**config.mk**
```make
export PLATFORM = sky130hd
export DESIGN_NAME = uart_os_rx
export DESIGN_NICKNAME = d
export VERILOG_FILES = /design/src/rtl/uart_os_rx_pkg.sv /design/src/rtl/uart_os_rx_sync.sv /design/src/rtl/uart_os_rx_vote.sv /design/src/rtl/uart_os_rx_edge.sv /design/src/rtl/uart_os_rx.sv
export SDC_FILE = /design/constraint.sdc
export NUM_CORES = 1
export LEC_CHECK = 0
export ABC_AREA = 1
export BUFFER_PORTS_ARGS = -buffer_cell sky130_fd_sc_hd__buf_4
export CAP_MARGIN = 20
export CELL_PAD_IN_SITES_DETAIL_PLACEMENT = 1
export CELL_PAD_IN_SITES_GLOBAL_PLACEMENT = 1
export CORE_ASPECT_RATIO = 1.2
export CORE_MARGIN = 4
export CORE_UTILIZATION = 25
export DETAILED_ROUTE_END_ITERATION = 10
export HOLD_SLACK_MARGIN = 0.03
export PLACE_DENSITY_LB_ADDON = 0.1
export SLEW_MARGIN = 20
export SYNTH_ARGS = -nofsm -noshare
export SYNTH_HDL_FRONTEND = slang
export SYNTH_SLANG_ARGS = --single-unit
```
**constraint.sdc**
```tcl
create_clock -name clk_i -period 2.6 [get_ports clk_i]
set_clock_uncertainty 0.15 [all_clocks]
set_input_delay 0.78 -clock clk_i [delete_from_list [all_inputs] [get_ports clk_i]]
set_output_delay 0.78 -clock clk_i [all_outputs]
set_load 0.02 [all_outputs]
```
**src/rtl/uart_os_rx_pkg.sv**
```systemverilog
package uart_os_rx_pkg;
  localparam int unsigned OSR  = 16;
  localparam int unsigned RT_W = $clog2(OSR + 1);

  localparam logic [RT_W-1:0] RT_ONE  = RT_W'(1);
  localparam logic [RT_W-1:0] RT_LAST = RT_W'(OSR);
  // start confirmation slots
  localparam logic [RT_W-1:0] RT_S0 = RT_W'(3);
  localparam logic [RT_W-1:0] RT_S1 = RT_W'(5);
  localparam logic [RT_W-1:0] RT_S2 = RT_W'(7);
  // bit decision slots
  localparam logic [RT_W-1:0] RT_D0 = RT_W'(8);
  localparam logic [RT_W-1:0] RT_D1 = RT_W'(9);
  localparam logic [RT_W-1:0] RT_D2 = RT_W'(10);

  typedef enum logic [1:0] {
    ST_HUNT  = 2'd0,
    ST_START = 2'd1,
    ST_DATA  = 2'd2
  } rx_state_e;
endpackage

```
**src/rtl/uart_os_rx_sync.sv**
```systemverilog
module uart_os_rx_sync #(
  parameter int unsigned STAGES = 2
) (
  input  logic clk_i,
  input  logic rst_ni,
  input  logic en_i,
  input  logic d_i,
  output logic q_o
);
  logic [STAGES-1:0] ff_q;

  generate
    if (STAGES == 1) begin : g_one
      always_ff @(posedge clk_i or negedge rst_ni)
        if (!rst_ni)   ff_q <= '1;
        else if (en_i) ff_q <= d_i;
    end else begin : g_chain
      always_ff @(posedge clk_i or negedge rst_ni)
        if (!rst_ni)   ff_q <= '1;
        else if (en_i) ff_q <= {ff_q[STAGES-2:0], d_i};
    end
  endgenerate

  assign q_o = ff_q[STAGES-1];
endmodule

```
**src/rtl/uart_os_rx_vote.sv**
```systemverilog
module uart_os_rx_vote (
  input  logic [2:0] smp_i,
  output logic       maj_o,
  output logic       noise_o
);
  always_comb begin
    maj_o   = (smp_i[0] & smp_i[1]) | (smp_i[0] & smp_i[2]) | (smp_i[1] & smp_i[2]);
    noise_o = (|smp_i) & ~(&smp_i);
  end
endmodule

```
**src/rtl/uart_os_rx_edge.sv**
```systemverilog
// Counts samples since the first low sample after a high bit resolved.
module uart_os_rx_edge
  import uart_os_rx_pkg::*;
(
  input  logic            clk_i,
  input  logic            rst_ni,
  input  logic            en_i,
  input  logic            arm_i,
  input  logic            clr_i,
  input  logic            rxs_i,
  output logic [RT_W-1:0] zcnt_o
);
  logic            armed_q;
  logic [RT_W-1:0] zcnt_q;

  always_ff @(posedge clk_i or negedge rst_ni) begin
    if (!rst_ni) begin
      armed_q <= 1'b0;
      zcnt_q  <= '0;
    end else if (en_i) begin
      if (clr_i) begin
        armed_q <= 1'b0;
        zcnt_q  <= '0;
      end else if (arm_i) begin
        armed_q <= 1'b1;
        zcnt_q  <= '0;
      end else if (armed_q && (zcnt_q != '0 || !rxs_i) && zcnt_q != RT_LAST) begin
        zcnt_q <= zcnt_q + RT_ONE;
      end
    end
  end

  assign zcnt_o = zcnt_q;
endmodule

```
**src/rtl/uart_os_rx.sv**
```systemverilog
module uart_os_rx
  import uart_os_rx_pkg::*;
#(
  parameter int unsigned DATA_BITS   = 8,
  parameter int unsigned SYNC_STAGES = 2,
  parameter int unsigned HUNT_ONES   = 3
) (
  input  logic                 clk_i,
  input  logic                 rst_ni,
  input  logic                 tick_i,
  input  logic                 rxd_i,
  output logic [DATA_BITS-1:0] data_o,
  output logic                 valid_o,
  output logic                 noise_o,
  output logic                 frame_err_o
);
  localparam int unsigned IDX_W  = $clog2(DATA_BITS + 1);
  localparam int unsigned ONES_W = $clog2(HUNT_ONES + 1);
  localparam logic [IDX_W-1:0]  IDX_STOP = IDX_W'(DATA_BITS);
  localparam logic [ONES_W-1:0] ONES_MAX = ONES_W'(HUNT_ONES);

  logic                 rxs;
  rx_state_e            state_q;
  logic [RT_W-1:0]      rt_q, slot_nx, resync_rt, zcnt;
  logic [ONES_W-1:0]    ones_q;
  logic [IDX_W-1:0]     bit_idx_q;
  logic [1:0]           smp_q;
  logic                 noise_q, done_q, prev_one_q;
  logic [DATA_BITS-1:0] shreg_q, data_q;
  logic                 valid_q, noise_out_q, ferr_q;
  logic                 maj, nz, resolve, arm, clr;

  uart_os_rx_sync #(.STAGES(SYNC_STAGES)) u_sync (
    .clk_i (clk_i),
    .rst_ni(rst_ni),
    .en_i  (tick_i),
    .d_i   (rxd_i),
    .q_o   (rxs)
  );

  uart_os_rx_vote u_vote (
    .smp_i  ({smp_q[0], smp_q[1], rxs}),
    .maj_o  (maj),
    .noise_o(nz)
  );

  always_comb begin
    slot_nx = (rt_q == RT_LAST) ? RT_ONE : rt_q + RT_ONE;
    resolve = tick_i && state_q == ST_DATA && !done_q && slot_nx == RT_D2;
    arm     = resolve && maj && bit_idx_q != IDX_STOP;
    clr     = state_q != ST_DATA;
    if (zcnt == '0)           resync_rt = slot_nx;
    else if (zcnt == RT_LAST) resync_rt = RT_LAST;
    else                      resync_rt = zcnt + RT_ONE;
  end

  uart_os_rx_edge u_edge (
    .clk_i (clk_i),
    .rst_ni(rst_ni),
    .en_i  (tick_i),
    .arm_i (arm),
    .clr_i (clr),
    .rxs_i (rxs),
    .zcnt_o(zcnt)
  );

  always_ff @(posedge clk_i or negedge rst_ni) begin
    if (!rst_ni) begin
      state_q     <= ST_HUNT;
      rt_q        <= '0;
      ones_q      <= '0;
      bit_idx_q   <= '0;
      smp_q       <= '0;
      noise_q     <= 1'b0;
      done_q      <= 1'b0;
      prev_one_q  <= 1'b0;
      shreg_q     <= '0;
      data_q      <= '0;
      valid_q     <= 1'b0;
      noise_out_q <= 1'b0;
      ferr_q      <= 1'b0;
    end else begin
      valid_q <= 1'b0;
      if (tick_i) begin
        case (state_q)
          ST_HUNT: begin
            if (!rxs && ones_q == ONES_MAX) begin
              state_q <= ST_START;
              rt_q    <= RT_ONE;
              ones_q  <= '0;
              noise_q <= 1'b0;
            end else if (!rxs) begin
              ones_q <= '0;
            end else if (ones_q != ONES_MAX) begin
              ones_q <= ones_q + 1'b1;
            end
          end
          ST_START: begin
            rt_q <= slot_nx;
            if (slot_nx == RT_S0) smp_q[0] <= rxs;
            if (slot_nx == RT_S1) smp_q[1] <= rxs;
            if (slot_nx == RT_S2) begin
              if (maj) begin
                state_q <= ST_HUNT;
                ones_q  <= '0;
              end else begin
                noise_q <= nz;
              end
            end
            if (slot_nx == RT_LAST) begin
              state_q    <= ST_DATA;
              bit_idx_q  <= '0;
              done_q     <= 1'b0;
              prev_one_q <= 1'b0;
            end
          end
          ST_DATA: begin
            rt_q <= slot_nx;
            if (slot_nx == RT_ONE) done_q <= 1'b0;
            if (!done_q) begin
              if (slot_nx == RT_D0) smp_q[0] <= rxs;
              if (slot_nx == RT_D1) smp_q[1] <= rxs;
              if (slot_nx == RT_D2) begin
                done_q  <= 1'b1;
                noise_q <= noise_q | nz;
                if (bit_idx_q != IDX_STOP) begin
                  shreg_q    <= {maj, shreg_q[DATA_BITS-1:1]};
                  prev_one_q <= maj;
                  bit_idx_q  <= bit_idx_q + 1'b1;
                  if (prev_one_q && !maj) rt_q <= resync_rt;
                end else begin
                  data_q      <= shreg_q;
                  valid_q     <= 1'b1;
                  noise_out_q <= noise_q | nz;
                  ferr_q      <= ~maj;
                  state_q     <= ST_HUNT;
                  ones_q      <= '0;
                end
              end
            end
          end
          default: state_q <= ST_HUNT;
        endcase
      end
    end
  end

  assign data_o      = data_q;
  assign valid_o     = valid_q;
  assign noise_o     = noise_out_q;
  assign frame_err_o = ferr_q;
endmodule

```
Word level (Yosys, flattened, before mapping)

Index checks and enable logic that the tools add are counted.

Flip-flop bits (word level): 45
Bits in latches: 0
Bits in writable memories: 0
Memory bits (read-only): 0
Bits of input ports: 4
Output and inout port bits: 11
Word-level logic and storage cells: 156
Memories: 0

$add $sub $neg: 4
Multiply operators: 0
Div/mod/pow operators: 0
$lt $le $gt $ge: 0
Equality and inequality tests: 33
Shift operators: 0
Muxes and demuxes: 57
Bitwise logic cells: 11
Reduce and logical (&&, ||, !) cells: 34

Operators by type and width:

| kind                                                                   | count |
|---|---|
| 5-bit two-way mux                                                      | 11 |
| 1-bit two-way mux                                                      | 23 |
| 2-bit two-way mux                                                      | 11 |
| 2-bit != test (second input constant)                                  | 11 |
| 5-bit AND reduction                                                    | 4 |
| 4-bit two-way mux                                                      | 4 |
| 5-bit by 4-bit equality test with 1-bit output (second input constant) | 3 |
| 5-bit equality test (second input constant)                            | 3 |
| 5-bit case mux with 3 select lines                                     | 1 |
| 7-bit AND reduction                                                    | 2 |
| 2-bit case mux with 3 select lines                                     | 2 |
| 5-bit by 1-bit adder with 5-bit output (second input constant)         | 2 |
| 5-bit by 3-bit equality test with 1-bit output (second input constant) | 2 |
| 1-bit logical AND                                                      | 9 |
| 3-bit AND reduction                                                    | 3 |
| 2-bit by 1-bit != test with 1-bit output (second input constant)       | 4 |
| 4-bit != test (second input constant)                                  | 2 |
| 4-bit case mux with 2 select lines                                     | 1 |
| 8-bit AND reduction                                                    | 1 |
| 3-bit != test (second input constant)                                  | 2 |
| 6-bit AND reduction                                                    | 1 |
| 3-bit nonzero test                                                     | 2 |
| 5-bit by 1-bit equality test with 1-bit output (second input constant) | 1 |
| 5-bit by 2-bit equality test with 1-bit output (second input constant) | 1 |
| 19 further kinds                                                       | 33 |

Logic depth before layout (Yosys ltp)

Gate-level depths: netlist of the first run.

Depth after elaboration: 10
Mapped depth: 13

Cells and area by module

From an unflattened synthesis of the first run, not the netlist that was laid out.

Cells, all modules: 360
Area, all modules: 2,849.0 µm²

Modules (own cells, without submodules):

| module          | times used | cells each | area each (µm²) |
|---|---|---|---|
| uart_os_rx      | 1          | 289        | 2,326.0 |
| uart_os_rx_edge | 1          | 55         | 415.4 |
| uart_os_rx_sync | 1          | 9          | 78.8 |
| uart_os_rx_vote | 1          | 7          | 28.8 |

Worst setup path before layout of the first run

Ideal clock, no wire load.

Path type: register to register
Start: register rt_q[0]
End: register data_q[0] (netlist: data_o[0])
Setup time: 0.125 ns
Arrival time: 1.747 ns
Setup slack: 0.579 ns
Stages on the path, launching flop included: 10
Buffers on the path: 0
Cells stage by stage: dfrtp_1 ha_1 inv_1 nand2_1 nand2_1 nand3_4 nor2_2 nand2_1 nor2_8 mux2_2

Cells in the longest elaborated chain, start to end: 4

Ends and longest elaborated chain:

| element                                                                              | line              | source |
|---|---|---|
| start: declaration                                                                   | uart_os_rx.sv:24  | `logic [RT_W-1:0] rt_q, slot_nx, resync_rt, zcnt;` |
| start signal: assignment                                                             | uart_os_rx.sv:99  | `rt_q <= slot_nx;` |
| start signal: assignment                                                             | uart_os_rx.sv:118 | `rt_q <= slot_nx;` |
| start signal: assignment                                                             | uart_os_rx.sv:130 | `if (prev_one_q && !maj) rt_q <= resync_rt;` |
| 5-bit by 1-bit adder with 5-bit output / 5-bit equality test (equally long branches) | uart_os_rx.sv:48  | `slot_nx = (rt_q == RT_LAST) ? RT_ONE : rt_q + RT_ONE;` |
| 5-bit two-way mux *                                                                  | uart_os_rx.sv:48  |  |
| 5-bit by 4-bit equality test with 1-bit output *                                     | uart_os_rx.sv:123 | `if (slot_nx == RT_D2) begin` |
| 5-bit AND reduction (no line) *                                                      | n/a               |  |
| end signal: assignment                                                               | uart_os_rx.sv:132 | `data_q <= shreg_q;` |
| end: declaration                                                                     | uart_os_rx.sv:29  | `logic [DATA_BITS-1:0] shreg_q, data_q;` |

Every way passes the cells marked *; elsewhere a longest branch is shown, timed or not.
A chain may end at the register's enable or synchronous reset.

Worst setup path after layout of the first run

Start: register rt_q[0]
End: register ferr_q (netlist: frame_err_o)

Cells in the longest elaborated chain, start to end: 4

Ends and longest elaborated chain:

| element                                                                              | line              | source |
|---|---|---|
| 5-bit by 1-bit adder with 5-bit output / 5-bit equality test (equally long branches) | uart_os_rx.sv:48  |  |
| 5-bit two-way mux *                                                                  | uart_os_rx.sv:48  |  |
| 5-bit by 4-bit equality test with 1-bit output *                                     | uart_os_rx.sv:123 |  |
| 5-bit AND reduction (no line) *                                                      | n/a               |  |
| end signal: assignment                                                               | uart_os_rx.sv:135 | `ferr_q <= ~maj;` |
| end: declaration                                                                     | uart_os_rx.sv:30  | `logic valid_q, noise_out_q, ferr_q;` |

Marks and branches as above.

==> impl_metrics.py, run 1 <==
metrics = {
    "outcome": {
        "status": "complete, no violations",
    },
    "cells_and_area": {
        "layout_commonest_cell": "nand2_1",
        "drive_above_1_share_pct": 14.12,
        "antennaDiodeCount": 0,
        "layout.nets": 357,
        "design_area_um2": 3040,
        "syn_to_final_growth_pct": 15.00,
        "final_cell_mix": "87 x nand2_1, 43 x inv_1, 43 x dfrtp_1, 24 x nand3_1, 24 x nor2_1",
    },
    "setup_path": {
        "endpoint_kind": "flip-flop",
        "cp_slowest_cell": "dfrtp_1",
        "worst_setup_path_start_kind": "flip-flop",
        "crit_required_ns": 2.63,
        "cp_top_family": "simple AND/OR/NAND/NOR gates",
        "path_buf_inv": 0,
        "crit_type": "flip-flop to flip-flop",
        "regToRegSetupSlack_ns": 0.32,
        "timing.critical_path.mode_cell": "nand2_1",
        "cp_data_arrival_time_ns": 2.31,
        "crit_chain": "ha_1, nand2_1, nand2_1, nand3_4, nor2_2, nand2_1, nor2_8, mux2_2",
        "slowest_delay_ns": 0.49,
        "cp_max_fo": 10,
    },
    "yosys": {
        "ys_seq_area_share_pct": 42.69,
        "synth-main-ff-cell": "dfrtp_1",
        "yosys.area.top_type_share_pct": 40.70,
        "synth_area_leaders": "dfrtp_1 41%, nand2_1 12%, ha_1 6.6%",
        "synth-edff-count": 0,
        "synth.avg_cell_area_um2": 8.211,
        "synth.distinct_cells": 33,
        "yosysTopAreaCell": "dfrtp_1",
        "synth_cells": 322,
        "synthArstFlopShare_pct": 100.0,
        "ys_ff_latch": 45,
        "synthesis.area_um2": 2644,
        "yosys_warnings": 0,
        "syn_nets": 340,
    },
    "route": {
        "via_per_inst": 4.590,
        "routed-wl-met2_um": 3336,
        "num_vias": 2139,
        "drc_errors": 0,
        "drtIter0Drc": 63,
        "dr.pass1.iters": 4,
        "wl_per_cell_um": 14.99,
        "wirelength_um": 6986,
        "topRoutingLayerUsed": "met4",
        "wl_met3_um": 155,
        "drt-met1-wl_um": 3395,
        "detail-route-antenna-nets": 0,
    },
    "power_and_ir_drop": {
        "power.switching_mw": 0.7923,
        "vdd_drop_max_mv": 0.2598,
        "power_frac_clock_pct": 31.7,
        "p_comb_share_pct": 28.3,
        "netSwitchingFraction_pct": 37.54,
        "intPower_mw": 1.318,
        "cellPowerDensity_nw_per_um2": 694.2,
        "seqPwrFrac_pct": 39.9,
        "leakagePower_nw": 1.548,
    },
    "global_route": {
        "track_usage_pct": 12.48,
        "grt_max_degree": 46,
        "grt_pass1_vias": 2238,
        "grt_pass1_wl_um": 11850,
        "grt_antenna_before_repair": 0,
        "overflow": 0,
    },
    "flow_run": {
        "drv_cap": 0,
    },
    "die": {
        "io_pins": 15,
        "row_count": 40,
        "start_util_pct": 26.02,
        "fp.dieW_um": 101.9,
        "coreArea_um2": 10160,
        "dieHeight_um": 120.7,
        "fp.dieArea_um2": 12290,
    },
    "placement": {
        "port_buffers": 14,
        "gp_congestion": 0.7463,
        "dp_hpwl_um": 5379,
        "placed_area_um2": 2888,
    },
    "timing": {
        "layout_min_cycle_time_ns": 2.278,
        "setup_tns_ns": 0,
        "hold_violations": 0,
        "finalCritPeriodShare_pct": 87.63,
        "setup_viol": 0,
        "timing.hold.ws_ns": 0.3189,
        "max_freq_ghz": 0.4389,
        "worst_slew_pin_slew_ns": 0.6234,
        "maxSlewHeadroom_pct": 58.44,
        "slew_viol_final": 0,
        "rsz0062_at_grt": "no",
    },
    "cts": {
        "root_buffer": "clkbuf_16",
        "cts_tree": "done",
        "cts_sinks": 45,
        "clock_path_buffers": 2,
        "cts_buffers": 5,
        "clk_pin_slew_worst_paths_ns": 0.07,
        "clk_latency_ns": 0.29,
        "htreeDepth": 2,
        "hold_buffers": 0,
    },
    "worst_hold_path": {
        "hold_path_class": "flip-flop to flip-flop",
    },
}
worst min-delay path: cells and delay by family, from the launching register on:
| family | cells | cell delay, ns |
|---|---|---|
| flip-flops | 1 | 0.37 |
| AND/OR/NAND/NOR | 2 | 0.09 |
stage by stage:
stage | power, mW | instances | worst slack, ns | utilization, %
after floorplan | 1.286 | 322 | 0.5787 | -
after global routing | 2.288 | 466 | 0.06000 | 29.93
after global placement | 1.462 | 458 | 0.09351 | 28.42
final | 2.111 | 466 | 0.3215 | 29.93
after CTS | 2.161 | 466 | 0.1087 | 29.90
after detailed placement | 1.467 | 458 | 0.1212 | 28.42
layer usage:
| metal | track usage, % | vias up |
|---|---|---|
| li1 | - | 1073 |
| met1 | 16.61 | 1045 |
| met2 | 20.46 | 15 |
| met3 | 2.135 | 6 |
| met4 | 3.938 | 0 |
| met5 | 0 | - |
sequential cells by signal, indices dropped and copies added, names as in the netlist, 2 cells and up:
| signal | count |
|---|---|
| data_o | 8 |
| shreg_q | 8 |
| rt_q | 5 |
| u_edge.zcnt_o | 5 |
| bit_idx_q | 4 |
| ones_q | 2 |
| smp_q | 2 |
| state_q | 2 |
| u_sync.ff_q | 2 |
worst paths after layout:
path	from	end	cells after the start
min reg2reg	u_sync.ff_q[0]	u_sync.ff_q[0]	2
min in group asynchronous	rst_ni	ones_q[0]	1
max in group asynchronous	rst_ni	u_edge.zcnt_o[2]	1
max reg2reg	rt_q[0]	frame_err_o	8
min	u_sync.ff_q[0]	u_sync.ff_q[0]	2
max	rt_q[0]	frame_err_o	8
cell families after synthesis:
group,share of synthesized area (%)
flops,42.69
buf+inv,7.099
fa+ha+maj,6.626
mux,4.685
simple gates,28.96
compound gates,8.282
xor+xnor,1.656
power groups by stage:
| stage | clock network, mW | registers [mW] | logic [mW] |
|---|---|---|---|
| final | 0.670 | 0.842 | 0.598 |
| after floorplan | 0 | 0.830 | 0.456 |
| after global placement | 0 | 0.853 | 0.609 |
| after global routing | 0.731 | 0.858 | 0.699 |
| after CTS | 0.704 | 0.844 | 0.613 |
| after detailed placement | 0 | 0.857 | 0.610 |
timing repair:
item | 4_1_cts | 5_1_grt
setup endpoints to repair | 0 | 4
gates resized for setup | 0 | 1
setup buffers | 0 | 0
area by class of cell:
| class | count | area (µm²) |
|---|---|---|
| inverters | 43 | 161.4 |
| well taps | 126 | 157.7 |
| clock buffers | 5 | 125.1 |
| clock inverters | 3 | 25.02 |
| fillers | 1217 | 7119 |
| flip-flops and latches | 45 | 1129 |
| repair buffers | 15 | 112.6 |
| multi-input cells | 229 | 1330 |
cells in the mapped netlist, drive strengths merged, types with 4 or more instances:
cell,count
a21oi,7
buf,4
dfrtp,43
ha,14
inv,43
mux2,11
nand2,91
nand3,28
nand4,9
nor2,29
o21ai,22
o22ai,4
xor2,4
No activity file was read; power rests on OpenSTA's default activity.
==> run 2, diff against run 1 <==
Settings changed: SYNTH_HIERARCHICAL set to 1.
==> run 2 against run 1 <==
Net effect:
- combinational power down 4.8%
- synthesized cell count rose by 12%
- total power down 2.8%
- non-clock buffer count is 9 higher
- sequential power shrank 3.2%
- worst setup slack worse by 0.076 ns
==> impl_metrics.py, run 2 <==
metrics = {
    "setup_path": {
        "r2r_end": "u_edge/zcnt_o[2]",
        "worst-r2r-cell-count": 14,
        "worst_setup_path_start_kind": "flip-flop",
        "endpoint_kind": "flip-flop",
        "regToRegSetupSlack_ns": 0.25,
        "crit-reg2reg-launch": "rt_q[0]",
        "crit_required_ns": 2.64,
        "cp_data_arrival_time_ns": 2.39,
        "crit_type": "flip-flop to flip-flop",
        "cp_max_fo": 8,
    },
    "yosys": {
        "synthesis.area_um2": 2849,
        "netlist_top_cells_count": "102 x nand2_1, 47 x inv_1, 43 x dfrtp_1",
        "ys_ff_latch": 45,
        "synth_cells": 360,
        "syn_nets": 380,
        "yosys_warnings": 6,
        "synthArstFlopShare_pct": 100.0,
        "ys_seq_area_share_pct": 39.61,
        "synth.avg_cell_area_um2": 7.914,
        "synth_area_leaders": "dfrtp_1 38%, nand2_1 13%, ha_1 7.0%",
        "yosys.area.top_type_share_pct": 37.77,
        "yosysMostFrequentCell": "nand2_1",
        "yosysTopAreaCell": "dfrtp_1",
        "synth-main-ff-cell": "dfrtp_1",
        "synth-edff-count": 0,
        "synth.distinct_cells": 39,
    },
    "die": {
        "start_util_pct": 25.69,
        "coreArea_um2": 11090,
        "fp.dieW_um": 105.5,
        "io_pins": 15,
        "fp.dieArea_um2": 13170,
        "dieHeight_um": 124.9,
        "row_count": 42,
    },
    "placement": {
        "gp_congestion": 0.7427,
        "port_buffers": 14,
        "dp.cells": 530,
        "dp_hpwl_um": 5705,
    },
    "timing": {
        "finalCritPeriodShare_pct": 90.54,
        "layout_min_cycle_time_ns": 2.354,
        "slew_viol_final": 0,
        "maxSlewHeadroom_pct": 59.57,
        "max_freq_ghz": 0.4248,
        "hold_violations": 0,
        "worst_slew_pin_slew_ns": 0.6065,
        "setup_viol": 0,
    },
    "power_and_ir_drop": {
        "vdd_drop_max_mv": 0.2296,
        "cellPowerDensity_nw_per_um2": 618.3,
        "leakagePower_nw": 1.549,
    },
    "worst_hold_path": {
        "hold_path_class": "flip-flop to flip-flop",
        "min_from": "u_sync/ff_q[0]",
        "whs_path_depth": 2,
        "holdPathEnd": "u_sync/ff_q[0]",
    },
    "route": {
        "wl_per_cell_um": 13.78,
        "num_vias": 2364,
        "detail-route-antenna-nets": 0,
        "via_per_inst": 4.378,
        "drtIter0Drc": 76,
        "wirelength_um": 7440,
        "dr.pass1.iters": 4,
        "drc_errors": 0,
    },
    "cts": {
        "clock_path_buffers": 2,
        "root_buffer": "clkbuf_16",
        "htreeDepth": 2,
        "cts_tree": "done",
        "clk_pin_slew_worst_paths_ns": 0.07,
        "cts_sinks": 45,
        "cts_buffers": 5,
        "clk_latency_ns": 0.30,
    },
    "cells_and_area": {
        "syn_to_final_growth_pct": 16.43,
        "instances_no_fill": 540,
        "antennaDiodeCount": 0,
        "drive_above_1_share_pct": 18.65,
        "layout_commonest_cell": "nand2_1",
        "fin_util_pct": 29.91,
        "layout.nets": 405,
        "final_cell_mix": "102 x nand2_1, 46 x inv_1, 42 x dfrtp_1, 30 x nand3_1",
    },
    "flow_run": {
        "drv_cap": 0,
    },
    "global_route": {
        "grt_antenna_before_repair": 0,
        "overflow": 0,
        "grt_pass1_vias": 2541,
        "grt_max_degree": 46,
        "track_usage_pct": 12.21,
        "grt_pass1_wl_um": 13040,
    },
    "outcome": {
        "status": "complete, no violations",
    },
}
## run 2: cell types whose count changed after synthesis, sizes merged, moves of 2 or more
cell,previous run,this run
a211oi,2,0
ha,14,16
inv,43,52
mux2,11,0
nand2,91,108
nand3,28,33
o211ai,1,3
o21ai,22,34
or2,0,2
## run 2: cell families after synthesis
logic type,count (synthesis),share of synthesized area [%]
DFF,45,39.61
xor gates and xnor gates,5,1.537
and+or+nand+nor,186,31.58
AOI/OAI and AO/OA,50,11.33
buffers and inverters,58,8.915
adders and majority gates,16,7.027
## run 2: where the power goes
part / internal (mW) / total, mW / switching (mW) / leakage, nW
logic: 0.186 / 0.569 / 0.383 / 0.867
clock network: 0.362 / 0.667 / 0.305 / 0.0704
registers: 0.756 / 0.815 / 0.0589 / 0.612
## run 2: cell type report
type | count | area, µm²
inverters | 52 | 197.7
flip-flops and latches | 45 | 1130
repair buffers | 24 | 180.2
fillers | 1343 | 7771
multi-input cells | 257 | 1466
clock buffers | 5 | 125.1
well taps | 154 | 192.7
clock inverters | 3 | 25.02
## run 2: worst max path at each step
stage          slack [ns]  cells after the start    start               end
5_1_grt           -0.0009                     15  rt_q[0]  u_edge/zcnt_o[3]
6_report             0.25                     14  rt_q[0]  u_edge/zcnt_o[2]
3_3_place_gp         0.25                     15  rt_q[0]  u_edge/zcnt_o[4]
3_5_place_dp         0.14                     14  rt_q[0]  u_edge/zcnt_o[2]
4_1_cts              0.13                     14  rt_q[0]  u_edge/zcnt_o[2]
2_1_floorplan        0.24                     15  rt_q[0]  u_edge/zcnt_o[3]
## run 2: stage by stage
step / setup TNS [ns] / cell area (µm²) / hold slack, ns / power (mW) / setup slack (ns)
2_1_floorplan: 0 / 2849 / 0.2892 / 1.208 / 0.2393
3_3_place_gp: 0 / 3151 / 0.3057 / 1.401 / 0.2471
3_5_place_dp: 0 / 3151 / 0.3062 / 1.407 / 0.1362
4_1_cts: 0 / 3301 / 0.3172 / 2.097 / 0.1289
5_1_grt: -0.0009222 / 3317 / 0.3467 / 2.214 / -0.0009222
6_report: 0 / 3317 / 0.3130 / 2.051 / 0.2460
## run 2: repair_timing
item | in CTS | in global routing
setup endpoints to repair | 0 | 6
gates resized for setup | 0 | 2
setup buffers | 0 | 2
hold buffers | 0 | 0
## run 2: layer usage
metal  track usage [%]  wire length, µm
met1             15.49             3510
met2             21.25             3686
met3             1.856              135
met4             3.707              108
met5                 0                0
## run 2: worst max-delay path, cell delays in order (launching register included)
cell	delay, ns
dfrtp_1	0.46
inv_2	0.12
ha_1	0.17
nand2_1	0.05
inv_1	0.08
nand2_2	0.07
nand2_2	0.12
nand4_4	0.13
nor3_4	0.22
nand3_4	0.09
nor2_1	0.14
or2_4	0.15
nand2_2	0.12
nand3_1	0.12
nand2_1	0.06
==> run 3, diff against run 2 <==
Settings changed: ABC_AREA 1 to not set.
==> run 3 against run 2 <==
Net effect:
- non-clock buffer count is 13 higher
- sequential power is 10% higher
- critical path depth is 4 lower
- combinational power is 86% higher
- register-to-register slack worse by 0.13 ns
- highest routed layer unchanged
==> impl_metrics.py, run 3 <==
metrics = {
    "route": {
        "detail-route-antenna-nets": 0,
        "drc_errors": 0,
        "drtIter0Drc": 60,
        "via_per_inst": 5.044,
        "wirelength_um": 7494,
        "num_vias": 2179,
        "dr.pass1.iters": 4,
        "wl_per_cell_um": 17.35,
    },
    "yosys": {
        "yosys_warnings": 6,
        "netlist_top_cells_count": "43 x dfrtp_1, 21 x mux2_2, 21 x nand3_1",
        "syn_nets": 289,
        "synth_area_leaders": "dfrtp_1 39%, mux2_2 8.7%, ha_1 7.3%",
        "synth.distinct_cells": 66,
        "synth-main-ff-cell": "dfrtp_1",
        "synthArstFlopShare_pct": 100.0,
        "ys_ff_latch": 45,
        "yosysMostFrequentCell": "dfrtp_1",
        "synth-edff-count": 0,
        "synthesis.area_um2": 2728,
        "ys_seq_area_share_pct": 41.38,
        "yosys.area.top_type_share_pct": 39.45,
        "synth_cells": 269,
        "yosysTopAreaCell": "dfrtp_1",
        "synth.avg_cell_area_um2": 10.14,
    },
    "setup_path": {
        "crit_type": "flip-flop to flip-flop",
        "cp_slowest_cell": "dfrtp_1",
        "slowest_delay_ns": 0.42,
        "crit_chain": "inv_1, ha_2, nand2b_1, o211a_1, nor3_4, nand2_2, buf_4, nor3_4, buf_12, mux2_2",
        "worst_setup_path_start_kind": "flip-flop",
        "cp_data_arrival_time_ns": 2.50,
        "endpoint_kind": "flip-flop",
        "cp_max_fo": 8,
        "crit_required_ns": 2.62,
        "timing.critical_path.mode_cell": "nor3_4",
    },
    "power_and_ir_drop": {
        "seqPwrFrac_pct": 34.5,
        "power_frac_clock_pct": 24.7,
        "cellPowerDensity_nw_per_um2": 785.8,
        "intPower_mw": 1.588,
        "leakagePower_nw": 1.504,
        "fin_total_pwr_mw": 2.604,
        "netSwitchingFraction_pct": 39.02,
        "power.switching_mw": 1.016,
        "p_comb_share_pct": 40.8,
        "vdd_drop_max_mv": 0.3633,
    },
    "cts": {
        "cts_setup_buffers": 0,
        "cts_buffers": 5,
        "cts_tree": "done",
        "cts_sinks": 45,
        "clk_latency_ns": 0.29,
        "root_buffer": "clkbuf_16",
        "clock_path_buffers": 2,
        "htreeDepth": 2,
        "clk_pin_slew_worst_paths_ns": 0.07,
    },
    "placement": {
        "gp_congestion": 0.7768,
        "pre_cts_ws_ns": 0.05973,
        "placed_area_um2": 3132,
        "dp.cells": 424,
        "port_buffers": 14,
        "dp_hpwl_um": 5684,
    },
    "global_route": {
        "track_usage_pct": 13.01,
        "grt_max_degree": 46,
        "grt_pass1_vias": 2395,
        "overflow": 0,
        "grt_antenna_before_repair": 0,
        "grt_pass1_wl_um": 12770,
    },
    "timing": {
        "finalCritPeriodShare_pct": 95.59,
        "hold_violations": 0,
        "maxSlewHeadroom_pct": 58.75,
        "timing.hold.ws_ns": 0.3447,
        "layout_min_cycle_time_ns": 2.485,
        "max_freq_ghz": 0.4023,
        "slew_viol_final": 0,
        "worst_slew_pin_slew_ns": 0.6187,
        "setup_ws_ns": 0.1146,
        "setup_tns_ns": 0,
        "setup_viol": 0,
    },
    "outcome": {
        "status": "complete, no violations",
    },
    "die": {
        "io_pins": 15,
        "fp.dieArea_um2": 12650,
        "row_count": 41,
        "fp.dieW_um": 103.4,
        "coreArea_um2": 10570,
        "dieHeight_um": 122.4,
        "start_util_pct": 25.81,
    },
    "cells_and_area": {
        "syn_to_final_growth_pct": 21.47,
        "design_area_um2": 3313,
        "fin_util_pct": 31.35,
        "drive_above_1_share_pct": 27.72,
        "instances_no_fill": 432,
        "final_cell_mix": "43 x dfrtp_1, 36 x buf_4, 21 x nand3_1, 21 x mux2_2, 19 x inv_1",
        "antennaDiodeCount": 0,
        "fillers": 1213,
        "layout.nets": 322,
        "layout_commonest_cell": "dfrtp_1",
    },
    "worst_hold_path": {
        "hold_path_class": "flip-flop to flip-flop",
    },
    "flow_run": {
        "drv_cap": 0,
    },
}
## run 3: changes by cell type after synthesis, moves of 6 or more
cell      change
nor3_1        +6
mux2_2       +21
o21ai_2      -10
clkbuf_1      +6
inv_1        -28
o21ai_1      -11
nor2_1       -14
nand3_1       -9
nand2_1      -92
## run 3: path summary, 6_finish.rpt
| check | from | end | slack, ns | depth (start not counted) |
|---|---|---|---|---|
| max | rt_q[1] | shreg_q[5] | 0.11 | 10 |
| min | frame_err_o | frame_err_o | 0.34 | 1 |
| max reg2reg | rt_q[1] | shreg_q[5] | 0.11 | 10 |
| min reg2reg | frame_err_o | frame_err_o | 0.34 | 1 |
| max in group asynchronous | rst_ni | noise_q | 1.53 | 1 |
| min in group asynchronous | rst_ni | u_edge/zcnt_o[3] | 0.35 | 1 |
## run 3: power groups by stage
stage	Combinational (mW)	Clock (mW)	Sequential [mW]
global route	1.19	0.698	0.913
global placement	1.03	0	0.907
finish	1.06	0.643	0.897
detailed placement	1.03	0	0.912
floorplan	0.696	0	0.856
CTS	1.04	0.676	0.897
## run 3: cells by family after synthesis
family	Yosys count	share of synthesized area, %
buf+inv	30	4.587
flops	45	41.38
simple gates	90	19.63
fa+ha+maj	17	7.752
xor+xnor	4	1.285
compound gates	56	14.36
mux	27	11.01
## run 3: layer usage
layer	part of all wire (%)	up-vias	track usage, %	routed length [µm]
met5	0	-	0	0
met2	53	15	23.09	3936
met1	45	1102	16.33	3359
li1	-	1055	-	-
met4	1.0	0	3.158	76
met3	1.6	7	1.933	122
## run 3: what timing repair did
item                       4_1_cts  5_1_grt
hold buffers                     0        0
setup endpoints to repair        0       17
gates resized for setup          0        6
## run 3: cell type report
cell class	count	area, µm²	share of cell area, %
clock buffers	5	125.1	3.776
clock inverters	3	22.52	0.6798
inverters	19	71.32	2.153
multi-input cells	194	1514	45.69
flip-flops and latches	45	1129	34.06
well taps	129	161.4	4.872
repair buffers	37	290.3	8.761
## run 3: worst max-delay path: cells and delay by family, from the launching register on
kind	cells	cell delay (ns)
compound gates	1	0.27
flops	1	0.42
buf+inv	3	0.43
mux	1	0.33
simple gates	4	0.56
fa+ha+maj	1	0.20
